File: src/rtl/scan_fetch_pkg.sv
package scan_fetch_pkg;

  // Strobes passed from the control half to the address datapath
  typedef struct packed {
    logic loadFrame;  // load frame offset into the line base
    logic startLine;  // begin a new line burst this cycle
    logic zeroBase;   // this line restarts at address zero
    logic holdBase;   // next line reuses this line's base
    logic stepWord;   // advance the in-line address
  } fetch_strobe_t;

  localparam int unsigned CHAIN_STRIDE = 4;

endpackage

File: src/rtl/scan_fetch_ctrl.sv
module scan_fetch_ctrl
  import scan_fetch_pkg::*;
#(
  parameter int unsigned LINE_W  = 10,
  parameter int unsigned WORDS_W = 8
) (
  input  logic               clk,
  input  logic               rstN,
  input  logic               frameStart,
  input  logic               lineStart,
  input  logic [WORDS_W-1:0] wordsPerLine,
  input  logic [LINE_W-1:0]  splitLine,
  input  logic               splitEn,
  input  logic               lineDblEn,
  output fetch_strobe_t      strobe,
  output logic               busy
);

  logic [LINE_W-1:0]  lineCnt;
  logic [LINE_W-1:0]  curLine;
  logic [WORDS_W-1:0] remaining;
  logic               startNow;
  logic               splitHit;

  // A frame strobe resets the index before a same-cycle line is decoded
  assign curLine  = frameStart ? '0 : lineCnt;
  // Overlapping line strobes are dropped unless a frame strobe aborts
  assign startNow = lineStart && (!busy || frameStart);
  assign splitHit = splitEn && (curLine == splitLine);

  always_comb begin
    strobe.loadFrame = frameStart;
    strobe.startLine = startNow;
    strobe.zeroBase  = splitHit;
    strobe.holdBase  = lineDblEn && !curLine[0];
    strobe.stepWord  = busy && !startNow && !frameStart;
  end

  always_ff @(posedge clk) begin
    if (!rstN) begin
      lineCnt   <= '0;
      remaining <= '0;
      busy      <= 1'b0;
    end else begin
      if (startNow) begin
        lineCnt   <= curLine + 1'b1;
        remaining <= wordsPerLine;
        busy      <= (wordsPerLine != '0);
      end else if (frameStart) begin
        lineCnt   <= '0;
        remaining <= '0;
        busy      <= 1'b0;
      end else if (busy) begin
        remaining <= remaining - 1'b1;
        busy      <= (remaining != WORDS_W'(1));
      end
    end
  end

endmodule

File: src/rtl/scan_fetch_dpath.sv
module scan_fetch_dpath
  import scan_fetch_pkg::*;
#(
  parameter int unsigned ADDR_W = 16
) (
  input  logic              clk,
  input  logic              rstN,
  input  fetch_strobe_t     strobe,
  input  logic [ADDR_W-1:0] frameOffset,
  input  logic [ADDR_W-1:0] lineDelta,
  input  logic              chain4En,
  output logic [ADDR_W-1:0] fetchAddr
);

  localparam logic [ADDR_W-1:0] STEP_ONE  = ADDR_W'(1);
  localparam logic [ADDR_W-1:0] STEP_WIDE = ADDR_W'(CHAIN_STRIDE);

  logic [ADDR_W-1:0] lineBase;
  logic [ADDR_W-1:0] curAddr;
  logic [ADDR_W-1:0] effBase;
  logic [ADDR_W-1:0] stepAmt;

  always_comb begin
    if (strobe.zeroBase)       effBase = '0;
    else if (strobe.loadFrame) effBase = frameOffset;
    else                       effBase = lineBase;
  end

  assign stepAmt   = chain4En ? STEP_WIDE : STEP_ONE;
  assign fetchAddr = curAddr;

  always_ff @(posedge clk) begin
    if (!rstN) begin
      lineBase <= '0;
      curAddr  <= '0;
    end else begin
      if (strobe.startLine) begin
        curAddr  <= effBase;
        lineBase <= strobe.holdBase ? effBase : effBase + lineDelta;
      end else begin
        if (strobe.loadFrame) lineBase <= frameOffset;
        if (strobe.stepWord)  curAddr  <= curAddr + stepAmt;
      end
    end
  end

endmodule

File: src/rtl/scan_fetch_agen.sv
module scan_fetch_agen
  import scan_fetch_pkg::*;
#(
  parameter int unsigned ADDR_W  = 16,
  parameter int unsigned LINE_W  = 10,
  parameter int unsigned WORDS_W = 8
) (
  input  logic               clk,
  input  logic               rstN,
  input  logic               frameStart,
  input  logic               lineStart,
  input  logic [ADDR_W-1:0]  frameOffset,
  input  logic [ADDR_W-1:0]  lineDelta,
  input  logic [WORDS_W-1:0] wordsPerLine,
  input  logic [LINE_W-1:0]  splitLine,
  input  logic               splitEn,
  input  logic               chain4En,
  input  logic               lineDblEn,
  output logic [ADDR_W-1:0]  fetchAddr,
  output logic               fetchValid
);

  fetch_strobe_t strobe;

  scan_fetch_ctrl #(
    .LINE_W (LINE_W),
    .WORDS_W(WORDS_W)
  ) u_ctrl (
    .clk         (clk),
    .rstN        (rstN),
    .frameStart  (frameStart),
    .lineStart   (lineStart),
    .wordsPerLine(wordsPerLine),
    .splitLine   (splitLine),
    .splitEn     (splitEn),
    .lineDblEn   (lineDblEn),
    .strobe      (strobe),
    .busy        (fetchValid)
  );

  scan_fetch_dpath #(
    .ADDR_W(ADDR_W)
  ) u_dpath (
    .clk        (clk),
    .rstN       (rstN),
    .strobe     (strobe),
    .frameOffset(frameOffset),
    .lineDelta  (lineDelta),
    .chain4En   (chain4En),
    .fetchAddr  (fetchAddr)
  );

endmodule

File: config.mk
export PLATFORM = sky130hd
export DESIGN_NAME = scan_fetch_agen
export DESIGN_NICKNAME = d
export VERILOG_FILES = /design/src/rtl/scan_fetch_pkg.sv /design/src/rtl/scan_fetch_ctrl.sv /design/src/rtl/scan_fetch_dpath.sv /design/src/rtl/scan_fetch_agen.sv
export SDC_FILE = /design/constraint.sdc
export NUM_CORES = 1
export LEC_CHECK = 0
export ABC_AREA = 1
export CORE_UTILIZATION = 30
export DETAILED_ROUTE_END_ITERATION = 7
export PLACE_DENSITY = 0.55
export SLEW_MARGIN = 10
export SYNTH_ARGS = -nofsm -noshare
export SYNTH_HDL_FRONTEND = slang
export SYNTH_SLANG_ARGS = --single-unit
File: constraint.sdc
create_clock -name clk -period 10.52 [get_ports clk]
set_clock_uncertainty 0.2 [all_clocks]
set_input_delay 2.104 -clock clk [delete_from_list [all_inputs] [get_ports clk]]
set_output_delay 2.104 -clock clk [all_outputs]
set_load 0.03 [all_outputs]
# --- Yosys cells after proc, flatten, opt, wreduce, memory -nomap -nowiden ---
# Index checks and enable logic that the tools add are counted.
# W data, S select, Z words.
classes:
  n_eq_ne: 2
  mux: 15
  addsub: 4
  reduce_logical: 13
ops:
  columns: ["op", "n"]
  rows:
  - ["$mux W16", 6]
  - ["$add A16 B16 Y16", 2]
  - ["$mux W8", 3]
  - ["$mux W10", 2]
  - ["$add A10 B1 Y10 const B", 1]
  - ["$eq A10 B10 Y1", 1]
  - ["$ne A8 B1 Y1 const B", 1]
  - ["$reduce_bool A8 Y1", 1]
  - ["$sub A8 B1 Y8 const B", 1]
  - ["$logic_and A1 B1 Y1", 5]
  - ["$logic_not A1 Y1", 4]
  - ["$mux W1", 3]
  - ["$mux W3", 1]
  - ["$reduce_bool A3 Y1", 1]
  - ["$reduce_bool A2 Y1", 1]
  - ["$logic_or A1 B1 Y1", 1]
totals:
  output_inout_bits: 17
  word_cells: 39
  ff_bits: 51
  inputBits: 57

# --- Depth between registers and ports, before layout ---
depth:
  word_depth: 8
  depth_mapped: 27
  ltp_nobuf: 25

# --- Modules after synthesis ---
# Synthesis repeated with hierarchy kept, for this count alone.
unflattened:
  hier_cells: 705
  area_unflattened_um2: 4292.9
by_module_without_submodules:
  columns: ["module", "cells_per_inst", "seq_area_each_um2", "area_each_um2", "n_inst"]
  rows:
  - ["scan_fetch_dpath", 481, 640.6, 2864.0, 1]
  - ["scan_fetch_ctrl", 224, 380.4, 1428.9, 1]

# --- Least setup slack after synthesis ---
# No wires, ideal clock.
synth_timing:
  path_type: "input to register"
  startpoint: "input frameStart"
  endpoint: "register u_dpath.lineBase[10]"
  stages: 24
  required_time_ns: 10.211
  setup_time_ns: 0.109
  setup_slack_ns: 5.735
  path_buffers: 2
  arrival_time_ns: 4.476
  path_cell_list: "buf_6 inv_2 buf_6 nand2_2 o21ai_0 nor3_2 nand2_4 inv_2 nor2_1 ha_1 inv_1 fa_1 inv_1 nand3_1 nand2_1 nand3_1 nand2_1 nand2_1 nand2_1 nand2_1 nand3_1 nand3_1 nand2_1 inv_1"
synth_between:
  elab_chain_cells: 7
  elab_cells_between_ends: 12
  classes_between: "add/sub: 1; eq/ne: 1; mux: 5; reduce/logical: 5"
synth_lines:
  columns: ["element", "line", "text"]
  rows:
  - ["from (decl)", "scan_fetch_agen.sv:10", "input logic frameStart,"]
  - ["$mux W10", null, null]
  - ["$eq A10 B10 Y1", "scan_fetch_ctrl.sv:29", "assign splitHit = splitEn && (curLine == splitLine);"]
  - ["$logic_and A1 B1 Y1", "scan_fetch_ctrl.sv:29", null]
  - ["$mux W16", "scan_fetch_dpath.sv:24", "if (strobe.zeroBase) effBase = '0;"]
  - ["$add A16 B16 Y16", "scan_fetch_dpath.sv:39", "lineBase <= strobe.holdBase ? effBase : effBase + lineDelta;"]
  - ["$mux W16", "scan_fetch_dpath.sv:39", null]
  - ["$mux W16 (*)", "scan_fetch_dpath.sv:37", "if (strobe.startLine) begin"]
  - ["to (signal assigned)", "scan_fetch_dpath.sv:39", null]
  - ["to (signal assigned)", "scan_fetch_dpath.sv:41", "if (strobe.loadFrame) lineBase <= frameOffset;"]
  - ["to (decl)", "scan_fetch_dpath.sv:18", "logic [ADDR_W-1:0] lineBase;"]
# Mark *: on every way between the ends. The rest lies on a longest branch, timed or not.
# A chain may end at the register's enable or synchronous reset.

# --- Final worst setup path ---
layout_timing:
  startpoint: "input frameStart"
  endpoint: "register u_dpath.lineBase[14]"
# The elaborated chain is that of the path after synthesis.

==> impl_metrics.json <==
{
  "setup.worst_path.start": "frameStart",
  "final_max_slew_viol_count": 0,
  "drt-initial-drc-count": 405,
  "fin_util": 0.380,
  "fmax_mhz": 174,
  "yosys.area_share.simple": 0.375,
  "rrSetupSlack_ps": 7350,
  "core-area_mm2": 0.0139,
  "die_h_um": 121,
  "finalHoldViolCount": 0,
  "ir_worst_vdd_mv": 0.0693,
  "leakage_nw": 2.50,
  "ys.warnings.count": 0,
  "vias": 4597,
  "period_share": 0.547,
  "swShare": 0.351,
  "busiest_layer": "met2",
  "insertion_delay_ps": 300,
  "cts_sinks": 51,
  "wl_per_cell_um": 13.7,
  "worst_setup_path_start_kind": "primary input",
  "routed_wl_um": 13000,
  "grt_pass1_wl_um": 21400,
  "cap_violations": 0,
  "gr-usage-met3": 0.0258,
  "area_delta_synth_final_pct": 23.9,
  "arrival_ps": 5760,
  "worstPathRequired_ps": 10520,
  "drc": 0,
  "hpwl_um": 9920,
  "firstDrtPassIters": 5,
  "ys_seq_area_frac": 0.240,
  "rr_endpoint": "u_dpath.lineBase[14]$_SDFF_PN0_",
  "setup-violations-final": 0,
  "synthMuxAreaShare": 0.0118,
  "clk_path_buf_depth": 2,
  "post_cts_buffers": 0,
  "cts_root_buffer": "clkbuf_16",
  "hold_path_startpoint": "u_ctrl.lineCnt[3]$_SDFF_PN0_",
  "combPwrFrac": 0.351,
  "n_antenna_cell": 0,
  "post_cts_resized": 0,
  "syn_area_per_cell_um2": 6.01,
  "final_nets": 848,
  "clkTransAtPathRegs_ps": 70,
  "grt_start_max_net_pins": 40,
  "syn_area_mm2": 0.00426,
  "cts_tree": "yes",
  "layout_common_cells": "nand2_1, inv_1, clkdlybuf4s50_1, nand3_1, a21oi_1",
  "whs_path_depth": 2,
  "dieArea_mm2": 0.0147,
  "drive_above_1_share": 0.0610,
  "synth_top_family_by_area": "simple AND/OR/NAND/NOR gates",
  "synth_fa_ha_area_frac": 0.0664,
  "layout_min_cycle_time_ps": 5760,
  "placementRows": 43,
  "timing.hold.ws_ps": 291,
  "crit_type": "in2reg",
  "htreeDepth": 2,
  "grt_usage": 0.185,
  "ys_types": 41,
  "gp_congestion": 0.824,
  "rsz0062_at_grt": "false",
  "synth_xor_area_frac": 0.0165,
  "tns_ps": 0,
  "fillers": 1537,
  "die_w_um": 121,
  "tightest_slew_ps": 905,
  "endpoint_kind": "register",
  "ant_nets": 0,
  "overflow": 0,
  "grt_pass1_vias": 4260,
  "powerDensity_mw_per_mm2": 116,
  "vias_per_cell": 4.84,
  "pwr-share-clk": 0.287,
  "ys_ff_latch": 51,
  "globalRouteMet1Util": 0.267,
  "grt.met2_usage": 0.288,
  "seqPwrFrac": 0.362,
  "reg2reg_depth": 21,
  "synthCells": 708,
  "reg2reg_from": "u_ctrl.lineCnt[5]$_SDFF_PN0_",
  "ios": 74,
  "intPower_mw": 0.396,
  "cts_buffers": 5,
  "initial_utilization": 0.307,
  "slew_headroom": 0.396,
  "synth_compound_area_frac": 0.166,
  "critPathMaxFanout": 30,
  "power_switching_mw": 0.214,
  "port-buffer-count": 73,
  "layout_commonest_cell": "nand2_1",
  "hold_path_class": "reg2reg",
  "hold_buffers": 0,
  "syn-num-nets": 787,
  "antenna_found_initial": 0,
  "min_to": "u_ctrl.lineCnt[4]$_SDFF_PN0_",
  "status": "finished, final reports clean"
}
[through the flow]
step / setup WS, ps / cells / instance area [um2] / power (mW)
final: 4760 / 950 / 5280 / 0.610
after global routing: 4340 / 950 / 5280 / 0.652
after CTS: 4790 / 950 / 5280 / 0.616
after detailed placement: 4480 / 942 / 5120 / 0.437
after global placement: 4540 / 942 / 5120 / 0.440
after floorplan: 5740 / 708 / 4260 / 0.366
[metal layers]
metal	wire length, um	up-vias
met3	559	15
met5	0	-
met4	197	0
met1	6610	2033
li1	-	2423
met2	5610	126
[cells by family after synthesis]
kind of cell             count (synthesis)
AO/OA/AOI/OAI                          132
XOR/XNOR                                 8
adder cells (fa/ha/maj)                 22
buffers and inverters                  133
flip-flops                              51
multiplexers                             5
AND/OR/NAND/NOR                        357
[worst max-delay path by stage]
| stage | slack [ps] | endpoint | cells after the start |
|---|---|---|---|
| 2_1_floorplan | 5740 | u_dpath.lineBase[10]$_SDFF_PN0_ | 24 |
| 3_3_place_gp | 4540 | u_dpath.lineBase[14]$_SDFF_PN0_ | 26 |
| 3_5_place_dp | 4480 | u_dpath.lineBase[14]$_SDFF_PN0_ | 26 |
| 5_1_grt | 4340 | u_dpath.lineBase[12]$_SDFF_PN0_ | 26 |
| 4_1_cts | 4790 | u_dpath.lineBase[14]$_SDFF_PN0_ | 26 |
| 6_report | 4760 | u_dpath.lineBase[14]$_SDFF_PN0_ | 24 |
[synth_stat cells (all sizes together)]
cell,n,area [um2]
nand2,195,757
inv,111,417
nand3,58,290
nor2,58,255
o21ai,55,275
a21oi,54,270
dfxtp,51,1020
ha,21,263
clkbuf,13,48.8
nor3,13,75.1
or2,12,75.1
a31oi,8,50.1
buf,8,61.3
nand3b,8,60.1
nand4,7,43.8
mux2i,5,50.1
xnor2,4,35.0
xor2,4,35.0
nor4,3,18.8
o21a,3,22.5
o22ai,3,18.8
a22o,2,17.5
and2,2,12.5
o31ai,2,15.0
a211oi,1,7.51
a21o,1,7.51
a41oi,1,8.76
clkinv,1,3.75
fa,1,20.0
nor3b,1,7.51
o211ai,1,7.51
o21bai,1,7.51
[area by class of cell]
cell class / count / area (um2) / area share
Inverter: 112 / 420 / 0.0797
Tap cell: 180 / 225 / 0.0427
Timing Repair Buffer: 75 / 746 / 0.141
Sequential cell: 51 / 1020 / 0.194
Multi-Input combinational cell: 524 / 2710 / 0.513
Clock buffer: 8 / 156 / 0.0296
[power groups by stage]
stage	clock (mW)	sequential [mW]	combinational (mW)
2_1_floorplan	0	0.231	0.135
3_3_place_gp	0	0.225	0.215
3_5_place_dp	0	0.225	0.213
4_1_cts	0.182	0.220	0.214
5_1_grt	0.187	0.222	0.242
6_report	0.175	0.220	0.214
[flip-flops by register name, summed over array words and instances, names as in the netlist]
| name | cells |
|---|---|
| u_dpath.lineBase | 16 |
| u_dpath.fetchAddr | 16 |
| u_ctrl.remaining | 8 |
| u_ctrl.lineCnt | 10 |
| u_ctrl.busy | 1 |
[critical path, cell delays in order]
cell and delay (ps):
clkdlybuf4s50_1 390, buf_4 220, inv_2 430, nand2_2 140
o21ai_0 220, nor3_2 90, nand2_4 200, inv_2 140
nor2_1 150, ha_1 250, inv_1 70, fa_1 390
inv_1 70, nand3_1 60, nand2_1 130, nand3_1 110
nand2_1 130, nand2_1 80, nand2_1 70, nand2_1 50
nand3_1 60, nand3_1 70, nand2_1 80, inv_1 40
Note: power is estimated with default switching activity, not from simulation.
